## config.mk

```make
export PLATFORM = sky130hd
export DESIGN_NAME = prefetch_queue_bus
export DESIGN_NICKNAME = d
export VERILOG_FILES = /design/src/rtl/prefetch_queue_bus.sv
export SDC_FILE = /design/constraint.sdc
export NUM_CORES = 1
export LEC_CHECK = 0
export BUFFER_PORTS_ARGS = -buffer_cell sky130_fd_sc_hd__buf_4
export CORE_UTILIZATION = 52
export CTS_CLUSTER_SIZE = 16
export DETAILED_ROUTE_END_ITERATION = 16
export PLACE_DENSITY = 0.77
export SETUP_SLACK_MARGIN = 0.15
export SYNTH_ARGS = -nofsm -noshare
export SYNTH_HDL_FRONTEND = slang
export SYNTH_SLANG_ARGS = --single-unit
```

## constraint.sdc

```tcl
create_clock -name clk -period 3.6 [get_ports clk]
set_input_delay 0.18 -clock clk [delete_from_list [all_inputs] [get_ports clk]]
set_output_delay 0.18 -clock clk [all_outputs]
set_load 0.01 [all_outputs]
```

## src/rtl/prefetch_queue_bus.sv

```systemverilog
module prefetch_queue_bus #(
  parameter int AW = 16,
  parameter int DEPTH = 6,
  parameter logic [AW-1:0] RESET_ADDR = '0
) (
  input  logic          clk,
  input  logic          rst_n,
  input  logic          redirect,
  input  logic [AW-1:0] redirect_addr,
  input  logic          pop,
  output logic          pop_valid,
  output logic [7:0]    pop_byte,
  input  logic          dreq,
  input  logic [AW-1:0] dreq_addr,
  input  logic          dreq_word,
  output logic          dack,
  output logic [15:0]   drdata,
  output logic          bus_ale,
  output logic          bus_rd,
  output logic          bus_word,
  output logic          bus_ad_oe,
  output logic [AW-1:0] bus_ad_o,
  input  logic [15:0]   bus_ad_i
);
  localparam int PW = $clog2(DEPTH);
  localparam int CW = $clog2(DEPTH + 1);

  logic [7:0]    qmem [DEPTH];
  logic [PW-1:0] rp;
  logic [CW-1:0] cnt;
  logic          busy, own_d, xw, drop;
  logic [1:0]    ph;
  logic [AW-1:0] xa, fptr;
  logic [15:0]   rdat;

  function automatic logic [PW-1:0] wrap(input int v);
    return PW'(v % DEPTH);
  endfunction

  wire avail   = !busy || ph == 2'd3;
  wire dack_w  = busy && ph == 2'd3 && own_d;
  wire do_pop  = pop && cnt != '0;
  wire cap     = busy && ph == 2'd2;
  wire push    = cap && !own_d && !drop && !redirect;
  wire pf_ok   = fptr[0] ? (cnt <= CW'(DEPTH - 1)) : (cnt <= CW'(DEPTH - 2));
  wire start_d = avail && dreq && !dack_w;
  wire start_p = avail && !start_d && !redirect && pf_ok;

  always_ff @(posedge clk) begin
    if (push) begin
      qmem[wrap(int'(rp) + int'(cnt))] <= bus_ad_i[7:0];
      if (xw) qmem[wrap(int'(rp) + int'(cnt) + 1)] <= bus_ad_i[15:8];
    end
  end

  always_ff @(posedge clk or negedge rst_n) begin
    if (!rst_n) begin
      rp <= '0;
      cnt <= '0;
    end else begin
      if (do_pop && !redirect) rp <= wrap(int'(rp) + 1);
      if (redirect) cnt <= '0;
      else cnt <= cnt - CW'(do_pop) + (push ? (xw ? CW'(2) : CW'(1)) : CW'(0));
    end
  end

  always_ff @(posedge clk or negedge rst_n) begin
    if (!rst_n) begin
      busy <= 1'b0;
      ph <= 2'd0;
      own_d <= 1'b0;
      xw <= 1'b0;
      xa <= '0;
      drop <= 1'b0;
      fptr <= RESET_ADDR;
      rdat <= '0;
    end else begin
      if (cap && own_d) rdat <= xw ? bus_ad_i : {8'h00, bus_ad_i[7:0]};
      if (start_d || start_p) begin
        busy <= 1'b1;
        ph <= 2'd0;
        drop <= 1'b0;
        own_d <= start_d;
        xw <= start_d ? dreq_word : !fptr[0];
        xa <= start_d ? dreq_addr : fptr;
      end else begin
        if (avail) busy <= 1'b0;
        else ph <= ph + 2'd1;
        if (redirect) drop <= 1'b1;
      end
      if (redirect) fptr <= redirect_addr;
      else if (start_p) fptr <= fptr + (fptr[0] ? AW'(1) : AW'(2));
    end
  end

  assign pop_valid = cnt != '0;
  assign pop_byte  = qmem[rp];
  assign dack      = dack_w;
  assign drdata    = rdat;
  assign bus_ale   = busy && ph == 2'd0;
  assign bus_ad_oe = bus_ale;
  assign bus_ad_o  = bus_ale ? xa : '0;
  assign bus_rd    = busy && (ph == 2'd1 || ph == 2'd2);
  assign bus_word  = busy && xw;
endmodule

```

==> results of run 1 <==
[routing by layer]
layer / GRT usage (%) / part of all wire, % / up-vias / wire length, µm
met2: 44.6 / 49 / 250 / 8200
li1: - / - / 2381 / -
met4: 11.4 / 2.4 / 0 / 398
met1: 35.6 / 42 / 2536 / 7110
met5: 0 / 0 / - / 0
met3: 4.23 / 6.9 / 30 / 1170
[cells by family after synthesis]
kind of cell	synth area share [%]
buf+inv	3.39
fa+ha+maj	4.36
compound gates	10.7
mux	16.3
flops	46.2
simple gates	17.3
xor+xnor	1.71
[worst register-to-register path, stage by stage, from the launching register on]
cell      delay (ps)
dfrtp_1          390
ha_2             210
fa_2             570
ha_4             170
xor3_2           290
ha_4             300
nand2_2           50
o211ai_2          70
a211oi_2         100
o211ai_4         310
buf_12           180
mux2i_4          250
buf_12           160
mux2_2           330
[power by group through the flow]
| stage | Sequential (mW) | Combinational, mW | Clock, mW |
|---|---|---|---|
| finish | 1.82 | 4.69 | 0.987 |
| global route | 1.85 | 5.02 | 1.04 |
| floorplan | 1.81 | 2.75 | 0 |
| detailed placement | 1.83 | 4.13 | 0 |
| global placement | 1.82 | 3.98 | 0 |
| CTS | 1.81 | 4.40 | 0.997 |
[worst max path at each step]
stage / start / endpoint / slack [ps] / cells past startpoint
after global placement: rp[0] / qmem[2][5] / 20 / 14
after floorplan: rp[0] / qmem[0][0] / -110 / 13
final: rp[0] / qmem[4][7] / -20 / 13
after CTS: cnt[0] / qmem[5][0] / 40 / 14
after detailed placement: rp[0] / qmem[3][7] / -110 / 13
after global routing: rp[0] / qmem[4][7] / -100 / 13
[cells in the mapped netlist, types with 9 or more instances]
library cell,count
nand3_1,38
mux2_4,17
a21oi_1,22
a221o_1,9
clkbuf_1,21
ha_1,19
mux2_2,41
and3_1,25
inv_1,18
edfxtp_1,48
o21ai_0,31
dfrtp_1,60
mux2i_1,10
nor2_1,28
nand2_1,78
[flip-flops by register name, summed over array words and instances (netlist names)]
signal	count
drdata	16
cnt	3
fptr	16
qmem	48
xw	1
xa	16
ph	2
own_d	1
rp	3
busy	1
drop	1
[layout make-up]
class | instances | area [µm²] | area share (%)
Multi-Input combinational cell | 428 | 3410 | 42.7
Sequential cell | 108 | 2940 | 36.9
Timing Repair Buffer | 134 | 1080 | 13.5
Clock buffer | 11 | 243 | 3.04
Tap cell | 147 | 184 | 2.31
Inverter | 20 | 75.1 | 0.941
Clock inverter | 5 | 43.8 | 0.549
[through the flow]
step	hold WS (ps)	total power, mW	util [%]	cells
2_1_floorplan	-116	4.57	-	585
3_3_place_gp	317	5.80	62.1	824
3_5_place_dp	324	5.96	62.1	824
4_1_cts	30.6	7.21	65.6	847
5_1_grt	46.4	7.91	66.7	853
6_report	38.2	7.49	66.7	853
[repair_timing]
item | CTS | global route
cloned | 1 | 0
endpoints found under the setup margin | 96 | 96
gates resized for setup | 11 | 21
setup buffers | 5 | 6
hold buffers | 1 | 0
hold endpoints to repair | 60 | 0
pin swaps | 5 | 4
==> reports/metrics.yaml, run 1 <==
run_status:
  status: "complete, but fails checks"
  violations: "negative setup slack"
logic_synthesis:
  async_flop_share_pct: 55.6
  synthCells: 585
  synthDistinctLibCells: 66
  syn-num-nets: 660
  synth_area_leaders: "dfrtp_1 24%, edfxtp_1 23%, mux2_2 7.2%, nand2_1 4.6%, mux2_4 4.0%"
  syn_area_per_cell_um2: 10.9
  yosys_warnings: 0
  ys.flop_type: "dfrtp_1"
  seq_area_frac_synth_pct: 46.2
  ys_ff_latch: 108
  synthesis.area_um2: 6380
  synth_enable_flop_cells: 48
  yosysTopAreaCellShare_pct: 23.5
  yosys.area.top_type: "dfrtp_1"
critical_path:
  regToRegSetupSlack_ps: -20
  worstSetupStartpointType: "flip-flop"
  critPathSlowestCell: "fa_2"
  regToRegStartpoint: "rp[0]"
  r2r_cells: 13
  cp.buffers_inverters: 2
  endpoint_kind: "flip-flop"
  crit_chain: "ha_2, fa_2, ha_4, xor3_2, ha_4, nand2_2, o211ai_2, a211oi_2, o211ai_4, buf_12, mux2i_4, buf_12, mux2_2"
  arrival_ps: 3730
  slowest_delay_ps: 570
  worstPathRequired_ps: 3710
  cp_top_family: "adder cells"
  path_class: "flip-flop to flip-flop"
  r2r_end: "qmem[4][7]"
  cp_max_fo: 9
timing:
  slew_violations: 0
  totalNegativeSetupSlack_ps: -122
  setup_viol: 9
  fin_worst_skew_ps: 9.87
  rsz0062_at_grt: "true"
  finalHoldViolations: 0
  fin_crit_sh_pct: 101
  worst_slew_margin_rel_pct: 32.3
  tightest_slew_ps: 1010
  finalCriticalPeriod_ps: 3620
  layout_setup_ws_ps: -24.6
  max_freq_ghz: 0.276
placement:
  pre_cts_slack_ps: -114
  placed_cell_area_um2: 7420
  portBuffers: 99
  hpwlAfterDp_um: 11700
  gp_congestion: 0.854
clock_network:
  clockRootBuffer: "clkbuf_16"
  clock-sinks: 108
  numCtsBuffers: 9
  tritoncts: "built"
  clk_pin_slew_worst_paths_ps: 80
  clk_latency_ps: 360
  clockBufferDepth: 2
  cts_max_level: 3
detailed_routing:
  vias: 5197
  viasPerCell: 6.09
  drt-wirelength-per-cell_um: 19.8
  initialDrtViolationCount: 408
  ant_nets: 0
  wl_um: 16900
  first_pass_iters: 7
  route.detailed.drc: 0
global_routing:
  grt_overflow_total: 0
  antenna_found_initial: 0
  grt_max_degree: 61
  grt_pass1_vias: 4995
  grt.total_usage_pct: 27.0
  grt_pass1_wl_um: 26100
floorplan:
  num_rows: 40
  die_width_um: 113
  start_util_pct: 53.3
  core-area_um2: 12000
  die_area_um2: 12700
  die_h_um: 113
  pin_count: 100
hold_path:
  holdPathStages: 3
  min_path_type: "input pin to flip-flop"
  hp-start: "dreq_addr[4]"
  hold-path-endpoint: "xa[4]"
pwr:
  ir_worst_vdd_v: 0.000560
  swShare_pct: 43.1
  p_switching_mw: 3.23
  p_int_mw: 4.26
  powerDensity_nw_per_um2: 939
  p_leak_nw: 3.51
  p_seq_share_pct: 24.2
  pwr-share-comb_pct: 62.6
  clockPowerShare_pct: 13.2
final_layout:
  final_cell_mix: "126 x buf_4, 76 x nand2_1, 60 x dfrtp_1"
  diodes: 0
  syn2layout_area_growth_pct: 25.1
  fin_area_um2: 7970
  layout_commonest_cell: "buf_4"
  fill_cells: 902
  finalNetCount: 776
  drive_above_1_share_pct: 35.0
run:
  maxCapViolCount: 0
Note: power is estimated with default switching activity, not from simulation.
==> run 2, diff against run 1 <==
--- a/config.mk
+++ b/config.mk
@@ -5,7 +5,9 @@
 export SDC_FILE = /design/constraint.sdc
 export NUM_CORES = 1
 export LEC_CHECK = 0
+export ABC_AREA = 1
 export BUFFER_PORTS_ARGS = -buffer_cell sky130_fd_sc_hd__buf_4
+export CORE_MARGIN = 3
 export CORE_UTILIZATION = 52
 export CTS_CLUSTER_SIZE = 16
 export DETAILED_ROUTE_END_ITERATION = 16
==> run 2 against run 1 <==
  * The run now ends clean
  * Combinational power increased by 22%
  * Clock-buffer cell count decreased by 1
  * Clock power decreased by 2.1%
  * Synthesized cell count increased by 27%
  * Non-clock buffer count decreased by 12
  * Sequential power decreased by 3%
  * Critical path depth increased by 2
  * Fmax increased by 8.4%
  * Critical path type unchanged
  * Largest power group unchanged
==> reports/metrics.yaml, run 2 <==
global_routing:
  antenna_found_initial: 0
  grt_pass1_wl_um: 26300
  grt_max_degree: 61
  grt_pass1_vias: 5506
  grt.total_usage_pct: 25.1
  grt_overflow_total: 0
logic_synthesis:
  ys_ff_latch: 108
  yosysTopAreaCellShare_pct: 23.7
  async_flop_share_pct: 55.6
  syn_area_per_cell_um2: 8.53
  ys_top_cells_by_count: "228 x nand2_1, 84 x inv_1, 60 x dfrtp_1"
  synthCells: 743
  yosys_warnings: 0
  yosysMostFrequentCell: "nand2_1"
  synthDistinctLibCells: 47
  ys.flop_type: "dfrtp_1"
  synth_area_leaders: "dfrtp_1 24%, edfxtp_1 23%, nand2_1 14%, inv_1 5.0%, ha_1 3.8%"
  synthesis.area_um2: 6340
  synth_enable_flop_cells: 48
  yosys.area.top_type: "dfrtp_1"
  seq_area_frac_synth_pct: 46.4
  syn-num-nets: 818
critical_path:
  regToRegStartpoint: "cnt[0]"
  regToRegSetupSlack_ps: 260
  worstPathRequired_ps: 3670
  path_class: "flip-flop to flip-flop"
  cp_max_fo: 11
  arrival_ps: 3410
  worstSetupStartpointType: "flip-flop"
  r2r_end: "qmem[0][5]"
  endpoint_kind: "flip-flop"
  cp-startpoint: "cnt[0]"
  r2r_cells: 15
timing:
  max_freq_ghz: 0.299
  worst_slew_margin_rel_pct: 49.4
  finalHoldViolations: 0
  fin_worst_skew_ps: 9.90
  whs_ps: 30.4
  tightest_slew_ps: 759
  rsz0062_at_grt: "false"
  fin_crit_sh_pct: 92.9
  finalCriticalPeriod_ps: 3340
  setup_viol: 0
  slew_violations: 0
final_layout:
  final_cells: 995
  finalNetCount: 922
  final_cell_mix: "228 x nand2_1, 119 x buf_4, 84 x inv_1"
  layout_commonest_cell: "nand2_1"
  regMostFlops: "qmem"
  final_util_pct: 65.5
  fill_cells: 931
  drive_above_1_share_pct: 21.7
  diodes: 0
  largest_reg_flops: 48
  syn2layout_area_growth_pct: 20.6
clock_network:
  cts_max_level: 3
  tritoncts: "built"
  clk_latency_ps: 360
  clock-sinks: 108
  clockBufferDepth: 2
  clk_pin_slew_worst_paths_ps: 70
  numCtsBuffers: 9
  clockRootBuffer: "clkbuf_16"
detailed_routing:
  vias: 5664
  initialDrtViolationCount: 392
  first_pass_iters: 5
  route.detailed.drc: 0
  wl_um: 16900
  viasPerCell: 5.69
  ant_nets: 0
  drt-wirelength-per-cell_um: 17.0
placement:
  gp_congestion: 0.862
  dp.cells: 971
  hpwlAfterDp_um: 12400
  portBuffers: 99
hold_path:
  holdPathStages: 3
  hold-path-endpoint: "xa[6]"
  min_path_type: "input pin to flip-flop"
  hp-start: "dreq_addr[6]"
run_status:
  status: "complete, no violations"
run:
  maxCapViolCount: 0
pwr:
  ir_worst_vdd_v: 0.00133
  p_leak_nw: 3.61
  powerDensity_nw_per_um2: 1100
floorplan:
  core-area_um2: 11700
  pin_count: 100
  die_area_um2: 13500
  die_width_um: 116
  die_h_um: 116
  num_rows: 39
  start_util_pct: 54.3
-- run 2: cell count changes in the layout (fill, tap and decap cells not counted), sizes merged, moves of 20 or more --
cell and delta:
and3 -25, inv +69, mux2 -59, nand2 +161, nand4 +38, nor2 +24
o221ai +20
-- run 2: area by class of cell --
class                      instances  area, µm²  share of cell area (%)
clock buffer                      10        229                    3.00
multi-input combinational        513       2920                    38.2
tap                              143        179                    2.34
sequential                       108       2940                    38.5
timing repair buffer             122        948                    12.4
clock inverter                     6       58.8                   0.770
inverter                          93        362                    4.73
-- run 2: cells by family after synthesis --
| kind of cell | share of synthesized area (%) |
|---|---|
| AOI/OAI and AO/OA | 13.1 |
| DFF | 46.4 |
| xor gates and xnor gates | 1.52 |
| adders and majority gates | 4.38 |
| buffers and inverters | 8.45 |
| and+or+nand+nor | 26.1 |
-- run 2: how the worst max path moves through the flow --
| stage | endpoint | slack, ps |
|---|---|---|
| after detailed placement | qmem[1][0] | -80 |
| after CTS | qmem[0][3] | 160 |
| after global placement | qmem[1][0] | 80 |
| after floorplan | qmem[4][0] | 190 |
| after global routing | qmem[0][3] | 80 |
| final | qmem[0][5] | 260 |
-- run 2: where the power goes --
group / total (mW) / internal [mW] / switching, mW
clock network: 0.966 / 0.485 / 0.481
logic: 5.71 / 2.15 / 3.56
registers: 1.77 / 1.58 / 0.181
total: 8.44 / 4.21 / 4.23
-- run 2: routing by layer --
layer,wire length [µm],global-route usage (%),vias up
met5,0,0,-
met4,592,10.4,0
met1,6830,32.5,2643
met3,1200,4.66,45
met2,8290,41.4,251
li1,-,-,2725
-- run 2: per-stage QoR --
| stage | area (µm²) | setup TNS, ps | setup WS (ps) | power [mW] |
|---|---|---|---|---|
| 4_1_cts | 7520 | 0 | 158 | 7.75 |
| 5_1_grt | 7640 | 0 | 75.7 | 9.05 |
| 3_3_place_gp | 7190 | 0 | 83.0 | 6.35 |
| 6_report | 7640 | 0 | 257 | 8.44 |
| 2_1_floorplan | 6340 | 0 | 193 | 5.73 |
| 3_5_place_dp | 7190 | -832 | -80.6 | 6.58 |
-- run 2: repair_timing --
item                                    in CTS  in global routing
hold buffers                                 1                  0
gates cloned                                 0                  1
pin swaps                                    2                  7
endpoints found under the setup margin      32                 32
setup buffers                                2                  4
gates resized for setup                      6                  9
endpoints found under the hold margin       60                  0
-- run 2: worst max-delay path, cell delays in order, from the launching register on --
cell     delay [ps]
dfrtp_1         410
ha_2            200
fa_2            610
nand2_1         130
nor2_4          150
nand2_1          70
nand2_2          90
a21oi_1          50
ha_1            310
o21ai_4         190
nand3_4         150
nand2_8         130
buf_12          140
nand3_4         120
o21ai_0         100
buf_4           200
==> run 3, diff against run 2 <==
--- a/config.mk
+++ b/config.mk
@@ -7,7 +7,7 @@
 export LEC_CHECK = 0
 export ABC_AREA = 1
 export BUFFER_PORTS_ARGS = -buffer_cell sky130_fd_sc_hd__buf_4
-export CORE_MARGIN = 3
+export CORE_MARGIN = 2
 export CORE_UTILIZATION = 52
 export CTS_CLUSTER_SIZE = 16
 export DETAILED_ROUTE_END_ITERATION = 16
==> run 3 against run 2 <==
  * Sequential share of layout area down 0.36 points
  * Sequential cell count unchanged
  * Highest routed layer unchanged
  * Via count down 0.53%
  * Global-route usage up 1.2 points
  * Non-clock buffer count up 1
  * Critical path type unchanged
  * Wire length up 0.77%
  * Largest cell class is now multi-input gates
  * Hold slack worse by 3.4 ps
==> reports/metrics.yaml, run 3 (synthesis results as in run 2) <==
final_layout:
  largest_reg_flops: 48
  drive_above_1_share_pct: 22.7
  final_cells: 1002
  diodes: 0
  finalNetCount: 925
  layout_commonest_cell: "nand2_1"
  regMostFlops: "qmem"
  syn2layout_area_growth_pct: 21.7
  final_cell_mix: "227 x nand2_1, 116 x buf_4, 83 x inv_1"
run:
  maxCapViolCount: 0
detailed_routing:
  ant_nets: 0
  initialDrtViolationCount: 460
  first_pass_iters: 6
  drt-wirelength-per-cell_um: 17.0
  vias: 5634
  viasPerCell: 5.62
  wl_um: 17000
  route.detailed.drc: 0
clock_network:
  clk_latency_ps: 360
  clk_pin_slew_worst_paths_ps: 80
  numCtsBuffers: 9
  clockBufferDepth: 2
  tritoncts: "built"
  clockRootBuffer: "clkbuf_16"
  cts_max_level: 3
  clock-sinks: 108
placement:
  gp_congestion: 0.918
  hpwlAfterDp_um: 12100
  portBuffers: 99
  dp.cells: 974
timing:
  max_freq_ghz: 0.296
  finalHoldViolations: 0
  worst_slew_margin_rel_pct: 36.9
  fin_worst_skew_ps: 6.86
  fin_crit_sh_pct: 94.0
  slew_violations: 0
  rsz0062_at_grt: "true"
  finalCriticalPeriod_ps: 3380
  setup_viol: 0
  tightest_slew_ps: 946
critical_path:
  worstSetupStartpointType: "flip-flop"
  crit_chain: "ha_4, fa_2, ha_1, nand3_1, nand2_2, inv_1, ha_2, o21ai_4, nand2_4, nand2_4, nand2_8, clkinv_8, nand3_4, o21ai_2, buf_6"
  endpoint_kind: "flip-flop"
  critPathSlowestCell: "fa_2"
  r2r_end: "qmem[0][0]"
  worstPathRequired_ps: 3680
  regToRegSetupSlack_ps: 220
  slowest_delay_ps: 650
  r2r_cells: 15
  cp_common_cell: "nand2_4"
  arrival_ps: 3470
  path_class: "flip-flop to flip-flop"
  cp.buffers_inverters: 3
  regToRegStartpoint: "cnt[0]"
  cp_top_family: "adder cells"
  cp_max_fo: 8
global_routing:
  use_met2_pct: 43.6
  grt_overflow_total: 0
  grt-busiest-layer: "met2"
  grt_pass1_vias: 5338
  gr-usage-met3_pct: 4.34
  grt.total_usage_pct: 26.2
  grt_max_degree: 61
  grt_pass1_wl_um: 26600
  antenna_found_initial: 0
  grtUsageMet1_pct: 33.9
floorplan:
  start_util_pct: 53.0
  num_rows: 40
  die_h_um: 114
  die_area_um2: 13100
  die_width_um: 114
  pin_count: 100
  core-area_um2: 12000
hold_path:
  hp-start: "redirect_addr[6]"
  holdPathStages: 3
  min_path_type: "input pin to flip-flop"
  hold-path-endpoint: "fptr[6]"
run_status:
  status: "complete, no violations"
## run 3: area by class of cell
| cell class | instances | area, µm² |
|---|---|---|
| Tap cell | 147 | 184 |
| Multi-Input combinational cell | 514 | 2960 |
| Inverter | 93 | 362 |
| Clock buffer | 10 | 250 |
| Clock inverter | 6 | 45.0 |
| Timing Repair inverter | 1 | 8.76 |
| Timing Repair Buffer | 123 | 957 |
| Sequential cell | 108 | 2940 |
| Fill cell | 973 | 4250 |
## run 3: what timing repair did
| item | 4_1_cts | 5_1_grt |
|---|---|---|
| pin swaps | 0 | 13 |
| hold endpoints to repair | 60 | 0 |
| gates cloned | 0 | 2 |
| buffers inserted | 0 | 9 |
| setup endpoints to repair | 32 | 94 |
| resized for setup | 6 | 24 |
| hold buffers | 1 | 0 |
## run 3: routing by layer
| metal | vias to the layer above | share of wire, % |
|---|---|---|
| li1 | 2728 | - |
| met1 | 2628 | 41 |
| met2 | 227 | 48 |
| met3 | 51 | 6.6 |
| met4 | 0 | 3.5 |
| met5 | - | 0 |
## run 3: worst min-delay path, cell delays in order
cell and delay, ps:
buf_4 70, nand2_1 40, o221ai_1 50
## run 3: through the flow
step / instance area [µm²] / hold WS [ps] / setup slack [ps] / setup TNS (ps) / utilization [%]
detailed placement: 7190 / 303 / -68.4 / -840 / 60.1
global route: 7710 / 30.7 / 55.9 / 0 / 64.5
finish: 7710 / 27.0 / 217 / 0 / 64.5
floorplan: 6340 / -116 / 193 / 0 / -
global placement: 7190 / 299 / 70.4 / 0 / 60.1
CTS: 7510 / 23.9 / 153 / 0 / 62.8
## run 3: worst max path at each step
stage,from,end,cells after the start
floorplan,rp[0],qmem[4][0],13
global placement,cnt[0],qmem[1][7],14
detailed placement,cnt[0],qmem[1][1],15
CTS,cnt[0],qmem[0][4],16
global route,cnt[0],qmem[0][4],18
finish,cnt[0],qmem[0][0],15
Power of run 3 is not shown: default switching activity piles up to over one toggle a cycle in this logic, so the estimate is an artifact.
